### config.mk
export PLATFORM = sky130hd
export DESIGN_NAME = lpg_ctrl
export DESIGN_NICKNAME = d
export VERILOG_FILES = /design/src/rtl/lpg_pkg.sv /design/src/rtl/lpg_sync.sv /design/src/rtl/lpg_detect.sv /design/src/rtl/lpg_drive.sv /design/src/rtl/lpg_ctrl.sv
export SDC_FILE = /design/constraint.sdc
export NUM_CORES = 1
export LEC_CHECK = 0
export CAP_MARGIN = 40
export CORE_MARGIN = 2
export CORE_UTILIZATION = 40
export CTS_BUF_LIST = sky130_fd_sc_hd__clkbuf_16
export CTS_CLUSTER_DIAMETER = 40
export DETAILED_ROUTE_END_ITERATION = 12
export HOLD_SLACK_MARGIN = 0.15
export PLACE_DENSITY = 0.59
export RECOVER_POWER = 50
export SYNTH_ARGS = -nofsm -noshare
export SYNTH_HDL_FRONTEND = slang
export SYNTH_SLANG_ARGS = --single-unit
### constraint.sdc
create_clock -name clk -period 2.6 [get_ports clk]
set_input_delay 0.26 -clock clk [delete_from_list [all_inputs] [get_ports clk]]
set_output_delay 0.26 -clock clk [all_outputs]
set_load 0.1 [all_outputs]
### src/rtl/lpg_pkg.sv
package lpg_pkg;
    localparam int WORD_W  = 32;
    localparam int PIN_LSB = 10;

    // word addresses
    localparam int REG_OUT     = 0;
    localparam int REG_OUT_SET = 1;
    localparam int REG_OUT_CLR = 2;
    localparam int REG_OE      = 3;
    localparam int REG_OE_SET  = 4;
    localparam int REG_OE_CLR  = 5;
    localparam int REG_IRQ     = 6;
    localparam int REG_IRQ_SET = 7;
    localparam int REG_IRQ_CLR = 8;
    localparam int REG_IN      = 9;
    localparam int REG_CFG0    = 16;

    // configuration word layout
    localparam int CFG_OD_BIT   = 2;
    localparam int CFG_TRIG_LSB = 7;
    localparam int CFG_WAKE_BIT = 10;

    typedef enum logic [2:0] {
        TRG_NONE = 3'd0,
        TRG_RISE = 3'd1,
        TRG_FALL = 3'd2,
        TRG_BOTH = 3'd3,
        TRG_LOW  = 3'd4,
        TRG_HIGH = 3'd5
    } trig_e;

    typedef struct packed {
        logic       wake;
        logic [2:0] trig;
        logic       od;
    } pin_cfg_t;
endpackage

### src/rtl/lpg_sync.sv
module lpg_sync #(
    parameter int W = 22
) (
    input  logic         clk,
    input  logic         rst_n,
    input  logic [W-1:0] d,
    output logic [W-1:0] q
);
    logic [W-1:0] stage1;

    always_ff @(posedge clk or negedge rst_n) begin
        if (!rst_n) begin
            stage1 <= '0;
            q      <= '0;
        end else begin
            stage1 <= d;
            q      <= stage1;
        end
    end
endmodule

### src/rtl/lpg_detect.sv
module lpg_detect
    import lpg_pkg::*;
#(
    parameter int N = 22
) (
    input  logic             clk,
    input  logic             rst_n,
    input  logic [N-1:0]     lvl,
    input  logic [N-1:0][2:0] trig,
    output logic [N-1:0]     hit
);
    logic [N-1:0] prev;

    always_ff @(posedge clk or negedge rst_n) begin
        if (!rst_n) prev <= '0;
        else        prev <= lvl;
    end

    for (genvar i = 0; i < N; i++) begin : g_pin
        always_comb begin
            case (trig_e'(trig[i]))
                TRG_RISE: hit[i] =  lvl[i] & ~prev[i];
                TRG_FALL: hit[i] = ~lvl[i] &  prev[i];
                TRG_BOTH: hit[i] =  lvl[i] ^  prev[i];
                TRG_LOW:  hit[i] = ~lvl[i];
                TRG_HIGH: hit[i] =  lvl[i];
                default:  hit[i] = 1'b0;
            endcase
        end

        // a rising-edge event cannot repeat on the following cycle
        a_r5_single_rise: assert property (@(posedge clk) disable iff (!rst_n)
            (hit[i] && trig[i] == TRG_RISE) |=> !(hit[i] && trig[i] == TRG_RISE));
    end
endmodule

### src/rtl/lpg_drive.sv
module lpg_drive #(
    parameter int N = 22
) (
    input  logic [N-1:0] od,
    input  logic [N-1:0] dat,
    input  logic [N-1:0] en,
    output logic [N-1:0] pad_out,
    output logic [N-1:0] pad_oe
);
    for (genvar i = 0; i < N; i++) begin : g_pad
        always_comb begin
            if (od[i]) begin
                pad_out[i] = 1'b0;
                pad_oe[i]  = en[i] & ~dat[i];
            end else begin
                pad_out[i] = dat[i];
                pad_oe[i]  = en[i];
            end
        end
    end
endmodule

### src/rtl/lpg_ctrl.sv
module lpg_ctrl
    import lpg_pkg::*;
#(
    parameter int NPIN = 22,
    parameter int AW   = 6
) (
    input  logic            clk,
    input  logic            rst_n,
    input  logic            bus_sel,
    input  logic            bus_wr,
    input  logic [AW-1:0]   bus_addr,
    input  logic [31:0]     bus_wdata,
    output logic [31:0]     bus_rdata,
    input  logic [NPIN-1:0] pad_in,
    output logic [NPIN-1:0] pad_out,
    output logic [NPIN-1:0] pad_oe,
    output logic            irq_o,
    output logic            wake_o
);
    localparam int PIN_MSB = PIN_LSB + NPIN - 1;

    logic                  wr;
    logic [NPIN-1:0]       wbits;
    logic [NPIN-1:0]       out_q, oe_q, st_q, st_d, st_base;
    logic [NPIN-1:0]       lvl, hit;
    logic [NPIN-1:0]       od_v, wake_v;
    logic [NPIN-1:0][2:0]  trig_v;
    pin_cfg_t              cfg_q [NPIN];
    logic                  wake_q;
    logic                  unused_wbits;

    assign wr           = bus_sel & bus_wr;
    assign wbits        = bus_wdata[PIN_MSB:PIN_LSB];
    assign unused_wbits = ^{bus_wdata[1:0], bus_wdata[6:3]};

    // data and enable registers
    always_ff @(posedge clk or negedge rst_n) begin
        if (!rst_n) begin
            out_q <= '0;
            oe_q  <= '0;
        end else if (wr) begin
            case (bus_addr)
                AW'(REG_OUT):     out_q <= wbits;
                AW'(REG_OUT_SET): out_q <= out_q | wbits;
                AW'(REG_OUT_CLR): out_q <= out_q & ~wbits;
                AW'(REG_OE):      oe_q  <= wbits;
                AW'(REG_OE_SET):  oe_q  <= oe_q | wbits;
                AW'(REG_OE_CLR):  oe_q  <= oe_q & ~wbits;
                default: ;
            endcase
        end
    end

    // status: software update first, hardware events OR'd on top
    always_comb begin
        st_base = st_q;
        if (wr) begin
            case (bus_addr)
                AW'(REG_IRQ):     st_base = wbits;
                AW'(REG_IRQ_SET): st_base = st_q | wbits;
                AW'(REG_IRQ_CLR): st_base = st_q & ~wbits;
                default: ;
            endcase
        end
        st_d = st_base | hit;
    end

    always_ff @(posedge clk or negedge rst_n) begin
        if (!rst_n) begin
            st_q   <= '0;
            wake_q <= 1'b0;
        end else begin
            st_q   <= st_d;
            wake_q <= |(hit & wake_v);
        end
    end

    // per-pin configuration words
    for (genvar i = 0; i < NPIN; i++) begin : g_cfg
        always_ff @(posedge clk or negedge rst_n) begin
            if (!rst_n) begin
                cfg_q[i] <= '0;
            end else if (wr && bus_addr == AW'(REG_CFG0 + i)) begin
                cfg_q[i].od   <= bus_wdata[CFG_OD_BIT];
                cfg_q[i].trig <= bus_wdata[CFG_TRIG_LSB +: 3];
                cfg_q[i].wake <= bus_wdata[CFG_WAKE_BIT];
            end
        end
        assign od_v[i]   = cfg_q[i].od;
        assign wake_v[i] = cfg_q[i].wake;
        assign trig_v[i] = cfg_q[i].trig;
    end

    lpg_sync #(.W(NPIN)) u_sync (
        .clk(clk), .rst_n(rst_n), .d(pad_in), .q(lvl)
    );

    lpg_detect #(.N(NPIN)) u_detect (
        .clk(clk), .rst_n(rst_n), .lvl(lvl), .trig(trig_v), .hit(hit)
    );

    lpg_drive #(.N(NPIN)) u_drive (
        .od(od_v), .dat(out_q), .en(oe_q), .pad_out(pad_out), .pad_oe(pad_oe)
    );

    // read path
    always_comb begin
        bus_rdata = '0;
        case (bus_addr)
            AW'(REG_OUT): bus_rdata[PIN_MSB:PIN_LSB] = out_q;
            AW'(REG_OE):  bus_rdata[PIN_MSB:PIN_LSB] = oe_q;
            AW'(REG_IRQ): bus_rdata[PIN_MSB:PIN_LSB] = st_q;
            AW'(REG_IN):  bus_rdata[PIN_MSB:PIN_LSB] = lvl;
            default: ;
        endcase
        for (int i = 0; i < NPIN; i++) begin
            if (bus_addr == AW'(REG_CFG0 + i)) begin
                bus_rdata[CFG_OD_BIT]        = cfg_q[i].od;
                bus_rdata[CFG_TRIG_LSB +: 3] = cfg_q[i].trig;
                bus_rdata[CFG_WAKE_BIT]      = cfg_q[i].wake;
            end
        end
    end

    assign irq_o  = |st_q;
    assign wake_o = wake_q;

    // a detected event is always visible in status on the next cycle
    a_r7_hit_sets: assert property (@(posedge clk) disable iff (!rst_n)
        (hit != '0) |=> ((st_q & $past(hit)) == $past(hit)));

    // a wake request is backed by a set status bit of a wake-enabled pin
    a_r10_wake_has_status: assert property (@(posedge clk) disable iff (!rst_n)
        wake_o |-> ((st_q & $past(wake_v)) != '0));

    // set alias forces the written ones
    a_r3_out_set: assert property (@(posedge clk) disable iff (!rst_n)
        (wr && bus_addr == AW'(REG_OUT_SET)) |=> ((out_q & $past(wbits)) == $past(wbits)));

    // clear alias removes the written ones
    a_r3_oe_clr: assert property (@(posedge clk) disable iff (!rst_n)
        (wr && bus_addr == AW'(REG_OE_CLR)) |=> ((oe_q & $past(wbits)) == '0));
endmodule

# After elaboration in Yosys (flattened, before gate mapping)
# Index checks and enable logic that the tools add are counted.
# totals
regBits	243
in_bits	64
wordCells	522
# classes
eq_ne	141
muxes	115
n_bitwise	164
n_reduce_logical	29
# op_table
op	n
22-bit case mux with 3 select lines	3
3-bit by 2-bit == test with 1-bit output (second input constant)	44
3-bit == test (second input constant)	44
1-bit case mux with 5 select lines	22
6-bit by 5-bit == test with 1-bit output (second input constant)	16
22-bit bitwise AND	4
4-bit two-way mux	22
22-bit bitwise OR	4
22-bit case mux with 4 select lines	1
1-bit bitwise AND	67
3-bit by 1-bit == test with 1-bit output (second input constant)	22
1-bit two-way mux	66
1-bit inverter	66
22-bit OR reduction	2
6-bit == test (second input constant)	6
6-bit by 3-bit == test with 1-bit output (second input constant)	4
1-bit logical AND	22
22-bit two-way mux	1
22-bit inverter	1
1-bit bitwise XOR	22
6-bit by 2-bit == test with 1-bit output (second input constant)	2
6-bit by 4-bit == test with 1-bit output (second input constant)	2
6-bit by 1-bit == test with 1-bit output (second input constant)	1
6-bit logical NOT	1
2 further kinds	4

# Longest topological paths before layout
# Gate-level depths: netlist (run 1).
# depth
depth_word	24
ltp_mapped	10

# Modules after synthesis
# Synthesis (run 1) repeated with hierarchy kept, for this count alone.
# hier_totals
cells_unflattened	1161
area_unflattened_um2	13037.5
# by_module_without_submodules
module	instances	cells_per_inst	area_each_um2	seq_area_each_um2
lpg_ctrl	1	812	9118.7	4429.2
lpg_detect	1	261	2514.9	550.5
lpg_sync	1	44	1101.1	1101.1
lpg_drive	1	44	302.8	0.0

# Worst setup path after synthesis (run 1)
# Ideal clock, no wire load.
# synth_path
path_type	input -> output
startpoint	in bus_addr[3]
endpoint	out bus_rdata[9]
arrival_time_ns	2.817
t_required_ns	2.340
path_slack_ns	-0.477
cell_stages	9
path_buffers	3
path_cell_list	buf_6 -> buf_4 -> and4b_1 -> buf_2 -> nand2_1 -> nor2_1 -> nor3_1 -> a21oi_1 -> o221ai_1
# synth_via
elab_chain_cells	23
# synth_lines
element	line	source
start, declared	lpg_ctrl.sv:11	input logic [AW-1:0] bus_addr,
6-bit by 5-bit == test with 1-bit output	lpg_ctrl.sv:117	if (bus_addr == AW'(REG_CFG0 + i)) begin
4-bit two-way mux (21 in a row)	lpg_ctrl.sv:117	
4-bit two-way mux (*)	lpg_ctrl.sv:117	
end, declared	lpg_ctrl.sv:13	output logic [31:0] bus_rdata,
# Every way passes the cells marked *; elsewhere a longest branch is shown, timed or not.

# Worst setup path in the final report (run 1)
# layout_path
startpoint	reg, netlist name cfg_q[90]
endpoint	out bus_rdata[2]
# layout_via
elab_chain_cells	19
# layout_lines
element	line
1-bit two-way mux (19 in a row)	lpg_ctrl.sv:117
# Every way passes these cells.

==> flow_summary.yaml, run 1 <==
run_status:
  outcome: "finished with violations"
  violations: "max-capacitance violations, max-slew violations, negative setup slack"
sta:
  worst_slew_pin_slew_ns: 1.51
  hold_violations: 0
  min_period_ns: 2.84
  fmax_mhz: 352
  rsz0062_at_grt: "yes"
  min_period_over_period: 1.09
  finalSetupViolCount: 2
  fin_ws_ns: -0.243
  fin_skew_ns: 0.0118
  slew_viol_final: 55
  fin_setup_tns_ns: -0.285
  slew-limit-headroom: -0.00399
pwr:
  leakagePower_nw: 7.91
  peakVddDrop_mv: 0.439
  power.total_mw: 12.4
  power_density_nw_per_um2: 702
logic_synthesis:
  ys_top_cells_by_area: "dfrtp_1 (46%), mux2_2 (9.0%), ha_1 (4.1%)"
  ys_seq_area_frac: 0.457
  syn-mean-instance-area_um2: 10.4
  syn_inst: 1279
  yosysWarnings: 0
  synth_ff_type: "dfrtp_1"
  synth_area_um2: 13300
  synthDistinctLibCells: 78
  yosys_register_bits: 243
  netlist.area_leader.share: 0.457
  synth_top_area_cell: "dfrtp_1"
  synth_edf_count: 0
  async_flop_share: 1.00
critical_path:
  crit_arrival_ns: 2.58
  slowest_stage: "mux4_2"
  cp_num_cells: 7
  regToRegSetupSlack_ns: 0.41
  critPathBufInv: 1
  crit_path_end: "bus_rdata[2]"
  timing.rr.start: "cfg_q[6]"
  cp_top_family: "compound AO/OA/AOI/OAI gates"
  cpPeakStageDelay_ns: 0.50
  cp.required_ns: 2.34
  reg2reg_depth: 6
  cp_common_cell: "a22o_1"
  cp-end-kind: "output port"
  cp_max_fo: 2
  critical_path_class: "flop to output port"
  crit_path_start: "cfg_q[90]"
  crit_chain: "mux4_2 -> nand2_1 -> a22o_1 -> o211ai_1 -> a22o_1 -> a221o_1 -> buf_12"
  critPathLaunchType: "flop"
  reg2reg_to: "wake_o"
cells_and_area:
  fillCellCount: 2965
  final_cell_mix: "dfrtp_1 (239), buf_4 (166), mux2_2 (106)"
  final_common_cell: "dfrtp_1"
  fin_cells: 1998
  final_layout_size_suffix_gt1_frac: 0.288
  syn2layout_area_growth_pct: 32.4
  diodes: 0
  nets: 1633
floorplan:
  num_io_pins: 142
  die_x_um: 186
  core_area_um2: 32600
  die_h_um: 186
  num_rows: 66
  start_util: 0.408
  dieArea_um2: 34800
clocking:
  numCtsBuffers: 41
  ctsHtreeMaxLevel: 2
  clk_path_buf_depth: 3
  cts_tree: "done"
  clk_pin_slew_ns: 0.06
  cts_root_buf: "clkbuf_16"
  insertion_delay_ns: 0.53
  cts_num_sinks: 243
hold_path:
  hold_path_class: "input port to flop"
detailed_routing:
  drt_wl_total_mm: 47.7
  viasPerCell: 5.70
  avgRoutedWirePerCell_um: 23.9
  drc: 0
  initialDrtViolationCount: 897
  antenna_left: 0
  via_count: 11400
  dr.pass1.iters: 5
placed_design:
  place.gp.congestion: 0.926
  hpwl_mm: 34.3
  port_buffers: 129
  place_inst: 1916
global_route:
  overflow: 0
  grt_first_pass_wirelength_mm: 71.1
  grtUsageTotal: 0.271
  grt_max_degree: 63
  antenna_found_initial: 0
  grt_pass1_vias: 11200
flow_run:
  cap_violations: 1
[worst reg2reg max path, cell delays in order (launching register included)]
cell	delay [ns]
dfrtp_1	0.46
xnor2_1	0.17
and4b_1	0.21
a41oi_1	0.36
o211ai_1	0.23
nor4_1	0.36
nand4_1	0.22
[power by group]
group | internal, mW | switching [mW]
logic | 0.812 | 1.58
registers | 4.16 | 0.465
clock network | 3.37 | 1.98
[state kept, by name, indices dropped and copies added, names as in the netlist]
name           flops
cfg_q            110
oe_q              22
out_q             22
st_q              22
u_detect.prev     22
u_sync.q          22
u_sync.stage1     22
wake_o             1
[synthesized netlist by cell type (all sizes together) (21+ instances only)]
cell and instances:
nand3 24, nor2 77, clkbuf 30, nand2 85, dfrtp 243, nor2b 28, a21oi 48, mux2 106
inv 82, ha 44, buf 39, o21ai 95, mux2i 36, a22o 46, a21boi 22, a22oi 50
nand2b 21
[worst min-delay path by stage]
| stage | to | from | slack (ns) | cells past startpoint |
|---|---|---|---|---|
| after global placement | u_sync.q[20] | rst_n | 0.23 | 1 |
| after detailed placement | u_sync.q[20] | rst_n | 0.23 | 1 |
| after global routing | u_sync.stage1[2] | pad_in[2] | 0.28 | 1 |
| final | u_sync.stage1[3] | pad_in[3] | 0.28 | 1 |
| after CTS | u_sync.stage1[3] | pad_in[3] | 0.15 | 1 |
| after floorplan | cfg_q[0] | rst_n | -0.04 | 0 |
[kinds of logic after synthesis]
| group | count (synthesis) | share of synthesized area |
|---|---|---|
| AOI/OAI and AO/OA | 343 | 0.175 |
| xor gates and xnor gates | 22 | 0.0145 |
| adders and majority gates | 44 | 0.0413 |
| buffers and inverters | 151 | 0.0506 |
| DFF | 243 | 0.457 |
| muxes | 147 | 0.125 |
| other | 1 | 0.000282 |
| and+or+nand+nor | 328 | 0.137 |
[stage by stage]
step / util / area [um2] / hold slack (ns) / setup slack (ns)
2_1_floorplan: - / 13400 / -0.0356 / 0.0512
3_3_place_gp: 0.495 / 16100 / 0.234 / -0.238
3_5_place_dp: 0.495 / 16100 / 0.233 / -0.244
4_1_cts: 0.540 / 17600 / 0.153 / -0.234
5_1_grt: 0.541 / 17600 / 0.281 / -0.280
6_report: 0.541 / 17600 / 0.280 / -0.243
[layout make-up]
class,instances,area (um2),share of cell area
Clock buffer,42,1050,0.0596
Clock inverter,32,319,0.0181
Inverter,82,308,0.0175
Multi-Input combinational cell,890,6740,0.383
Sequential cell,243,6090,0.345
Tap cell,442,553,0.0314
Timing Repair Buffer,267,2570,0.146
[layer usage]
layer / vias to the layer above / routed length (um) / global-route usage
li1: 5151 / - / -
met1: 5777 / 20800 / 0.369
met2: 379 / 22800 / 0.444
met5: - / 0 / 0
met3: 84 / 2920 / 0.0474
met4: 0 / 1240 / 0.0781
[what timing repair did]
| item | in CTS | in global routing |
|---|---|---|
| resized for setup | 21 | 14 |
| endpoints found under the hold margin | 161 | 0 |
| buffers inserted | 3 | 4 |
| setup endpoints to repair | 17 | 5 |
| pin swaps | 10 | 3 |
| hold buffers | 1 | 0 |
(Power assumes the default switching activity.)
==> run 2, diff against run 1 <==
CORE_UTILIZATION = 52   (was 40)
PLACE_DENSITY = 0.73   (was 0.59)
==> flow_summary.yaml, run 2 (synthesis gave the netlist of run 1 again) <==
run_status:
  outcome: "finished with violations"
  violations: "max-capacitance violations, max-slew violations, negative setup slack"
global_route:
  use_met1: 0.494
  grtUsageTotal: 0.364
  grt_pass1_vias: 11800
  grt_first_pass_wirelength_mm: 72.5
  antenna_found_initial: 0
  busiest_layer: "met2"
  grt_max_degree: 75
  grt_util_met2: 0.584
  overflow: 0
  use_met3: 0.0533
detailed_routing:
  via_count: 11700
  dr.pass1.iters: 5
  avgRoutedWirePerCell_um: 25.6
  antenna_left: 0
  initialDrtViolationCount: 1349
  drt_wl_total_mm: 48.0
  drc: 0
  viasPerCell: 6.24
placed_design:
  port_buffers: 129
  place.gp.congestion: 1.04
  hpwl_mm: 34.3
  place_area_um2: 16000
pwr:
  power_density_nw_per_um2: 697
  leakagePower_nw: 7.82
  peakVddDrop_mv: 0.605
critical_path:
  cpPeakStageDelay_ns: 0.49
  cp_max_fo: 2
  cp.required_ns: 2.34
  critical_path_class: "flop to output port"
  crit_chain: "mux4_2 -> nand2_1 -> a22o_1 -> o211ai_1 -> a22o_1 -> a221o_1 -> buf_12"
  cp_common_cell: "a22o_1"
  critPathLaunchType: "flop"
  crit_arrival_ns: 2.50
  critPathBufInv: 1
  slowest_stage: "mux4_2"
  cp_top_family: "compound AO/OA/AOI/OAI gates"
  cp-end-kind: "output port"
cells_and_area:
  multi_input_area_um2: 6720
  syn2layout_area_growth_pct: 29.8
  seqCellArea_um2: 6080
  final_cell_mix: "dfrtp_1 (240), buf_4 (166), mux2_2 (106)"
  regMostFlops: "cfg_q"
  nets: 1626
  fillCellCount: 1961
  diodes: 0
  largest_register_ffs: 110
  final_common_cell: "dfrtp_1"
  finalInstanceArea_um2: 17300
  final_layout_size_suffix_gt1_frac: 0.279
floorplan:
  die_h_um: 164
  core_area_um2: 25200
  die_x_um: 164
  dieArea_um2: 26900
  num_rows: 58
  start_util: 0.529
  num_io_pins: 142
sta:
  min_period_ns: 2.76
  hold_violations: 0
  rsz0062_at_grt: "yes"
  worst_slew_pin_slew_ns: 2.01
  fin_skew_ns: 0.0126
  finalSetupViolCount: 1
  fin_ws_ns: -0.157
  holdWs_ns: 0.292
  slew-limit-headroom: -0.339
  slew_viol_final: 75
  fmax_mhz: 363
  min_period_over_period: 1.06
clocking:
  insertion_delay_ns: 0.52
  cts_num_sinks: 243
  clk_path_buf_depth: 3
  cts_tree: "done"
  clk_pin_slew_ns: 0.05
  cts_root_buf: "clkbuf_16"
  ctsHtreeMaxLevel: 2
  numCtsBuffers: 38
flow_run:
  cap_violations: 1
hold_path:
  hold_path_class: "input port to flop"
run 2: timing repair:
item                                   4_1_cts  5_1_grt
endpoints found under the hold margin       68        0
resized for setup                           18       12
pin swaps                                    9        1
setup buffers                                4        0
setup endpoints to repair                   27        6
hold buffers                                 1        0
run 2: final timing paths:
check	end	start	slack, ns	cells after the start
max	bus_rdata[2]	cfg_q[90]	-0.16	7
min	u_sync.stage1[8]	pad_in[8]	0.29	1
max reg2reg	wake_o	u_sync.q[7]	0.42	8
min reg2reg	u_sync.q[15]	u_sync.stage1[15]	0.34	0
max in group asynchronous	u_sync.stage1[18]	rst_n	0.27	3
min in group asynchronous	oe_q[21]	rst_n	0.84	2
run 2: layout make-up:
class	count	area share
Tap cell	330	0.0239
Timing Repair Buffer	263	0.145
Multi-Input combinational cell	890	0.389
Inverter	82	0.0180
Clock inverter	29	0.0158
Sequential cell	243	0.352
Clock buffer	39	0.0565
run 2: where the power goes:
| part | internal, mW | leakage (nW) | switching [mW] |
|---|---|---|---|
| Sequential | 4.16 | 3.05 | 0.492 |
| Clock | 3.14 | 0.620 | 1.86 |
| Combinational | 0.799 | 4.16 | 1.60 |
run 2: worst reg2reg max path: cells and delay by family, from the launching register on:
kind	cells	cell delay, ns
and+or+nand+nor	5	0.97
AOI/OAI and AO/OA	1	0.26
buffers and inverters	1	0.16
adders and majority gates	1	0.22
DFF	1	0.43
run 2: routing by layer:
| layer | wire length (um) | share of wire | vias to the layer above |
|---|---|---|---|
| met5 | 0 | 0 | - |
| met4 | 1970 | 0.041 | 0 |
| met3 | 3600 | 0.075 | 133 |
| met2 | 22500 | 0.47 | 589 |
| met1 | 19900 | 0.41 | 5852 |
| li1 | - | - | 5137 |
run 2: per-stage QoR:
| stage | cells | setup WS, ns | setup TNS (ns) | utilization | total power [mW] |
|---|---|---|---|---|---|
| floorplan | 1284 | 0.0512 | 0 | - | 6.13 |
| global placement | 1803 | -0.207 | -1.66 | 0.634 | 6.98 |
| detailed placement | 1803 | -0.203 | -2.88 | 0.634 | 7.04 |
| finish | 1876 | -0.157 | -0.157 | 0.686 | 12.1 |
| CTS | 1876 | -0.167 | -0.167 | 0.687 | 12.1 |
| global route | 1876 | -0.183 | -6.48 | 0.686 | 12.4 |
==> run 3, diff against run 2 <==
CORE_MARGIN = not set   (was 2)
==> flow_summary.yaml, run 3 (synthesis gave the netlist of run 1 again) <==
sta:
  slew-limit-headroom: -0.313
  slew_viol_final: 78
  min_period_ns: 2.78
  fin_setup_tns_ns: -0.185
  worst_slew_pin_slew_ns: 1.97
  hold_violations: 0
  rsz0062_at_grt: "yes"
  fin_skew_ns: 0.0100
  fmax_mhz: 359
  holdWs_ns: 0.292
  finalSetupViolCount: 1
  min_period_over_period: 1.07
  fin_ws_ns: -0.185
cells_and_area:
  multi_input_area_um2: 6830
  syn2layout_area_growth_pct: 31.3
  fillCellCount: 1860
  seqCellArea_um2: 6090
  finalInstanceArea_um2: 17500
  final_layout_size_suffix_gt1_frac: 0.288
  final_common_cell: "dfrtp_1"
  final_cell_mix: "dfrtp_1 (237), buf_4 (162), mux2_2 (106)"
  largest_register_ffs: 110
  fin_cells: 1877
  nets: 1625
  fin_util: 0.694
  regMostFlops: "cfg_q"
detailed_routing:
  viasPerCell: 6.23
  drc: 0
  antenna_left: 0
  drt_wl_total_mm: 46.7
  via_count: 11700
  avgRoutedWirePerCell_um: 24.9
  initialDrtViolationCount: 996
  dr.pass1.iters: 5
pwr:
  power_density_nw_per_um2: 701
  leakagePower_nw: 7.88
  peakVddDrop_mv: 0.576
  power.total_mw: 12.3
clocking:
  insertion_delay_ns: 0.51
  cts_num_sinks: 243
  numCtsBuffers: 37
  clk_path_buf_depth: 3
  clk_pin_slew_ns: 0.05
  cts_root_buf: "clkbuf_16"
  ctsHtreeMaxLevel: 2
  cts_tree: "done"
floorplan:
  dieArea_um2: 26300
  die_h_um: 162
  num_io_pins: 142
  start_util: 0.529
  num_rows: 58
  die_x_um: 162
  core_area_um2: 25200
critical_path:
  cp_common_cell: "a22o_1"
  cp.required_ns: 2.34
  cp_top_family: "compound AO/OA/AOI/OAI gates"
  slowest_stage: "mux4_2"
  crit_chain: "mux4_2 -> nand2_1 -> a22o_1 -> o211ai_1 -> a22o_1 -> a221o_1 -> buf_12"
  crit_arrival_ns: 2.52
  cp_max_fo: 4
  critPathLaunchType: "flop"
  critPathBufInv: 1
  cpPeakStageDelay_ns: 0.47
  critical_path_class: "flop to output port"
  cp-end-kind: "output port"
global_route:
  grt_pass1_vias: 11700
  overflow: 0
  grtUsageTotal: 0.367
  grt_first_pass_wirelength_mm: 71.3
  grt_max_degree: 78
  antenna_found_initial: 2
hold_path:
  hold_path_class: "input port to flop"
placed_design:
  place.gp.congestion: 0.963
  hpwl_mm: 33.1
  place_area_um2: 15900
  post-place-ws_ns: -0.230
  place_inst: 1797
  port_buffers: 129
run_status:
  outcome: "finished with violations"
  violations: "max-capacitance violations, max-slew violations, negative setup slack"
flow_run:
  cap_violations: 1
run 3: cell types whose count changed in the layout (fill, tap and decap cells not counted), sizes merged:
cell | previous run | this run
clkbuf | 45 | 43
clkinv | 6 | 12
bufinv | 4 | 6
buf | 203 | 204
diode | 0 | 1
inv | 94 | 91
clkdlybuf4s15 | 0 | 1
clkinvlp | 7 | 2
run 3: layer usage:
layer,vias to the layer above,share of wire,global-route usage
met1,5869,0.42,0.488
met2,528,0.46,0.582
met5,-,0.00028,0
met3,140,0.074,0.0687
li1,5147,-,-
met4,2,0.045,0.169
run 3: what timing repair did:
item	CTS	global route
pin swaps	9	3
cloned	1	0
resized for setup	29	26
endpoints found under the setup margin	26	5
endpoints found under the hold margin	72	0
buffers inserted	4	5
hold buffers	1	0
run 3: worst paths after layout:
check                                 start               end  cells past startpoint  slack (ns)
min in group asynchronous             rst_n          cfg_q[2]                      2        0.84
setup / recovery                 cfg_q[105]      bus_rdata[2]                      7       -0.18
setup reg to reg                u_sync.q[7]            wake_o                      8        0.38
hold / removal                    pad_in[9]  u_sync.stage1[9]                      1        0.29
max in group asynchronous             rst_n         out_q[14]                      3        0.25
hold reg to reg            u_sync.stage1[8]       u_sync.q[8]                      0        0.35
run 3: layout make-up:
class / instances / area share
repair buffers: 263 / 0.145
inverters: 82 / 0.0176
clock inverters: 29 / 0.0185
diodes: 1 / 0.000143
clock buffers: 39 / 0.0558
multi-input cells: 890 / 0.391
well taps: 330 / 0.0236
flip-flops and latches: 243 / 0.348
run 3: worst register-to-register path: stages (launching register included):
cell      delay [ns]
dfrtp_1         0.44
ha_1            0.22
nand2_1         0.08
nor4b_1         0.06
buf_4           0.16
nor4_1          0.27
o211ai_1        0.28
nor4_1          0.34
nand4_1         0.19
run 3: where the power goes:
part	internal [mW]	leakage [nW]	switching [mW]	total, mW
Clock	3.34	0.643	1.87	5.21
Combinational	0.811	4.19	1.60	2.41
Sequential	4.16	3.04	0.480	4.64
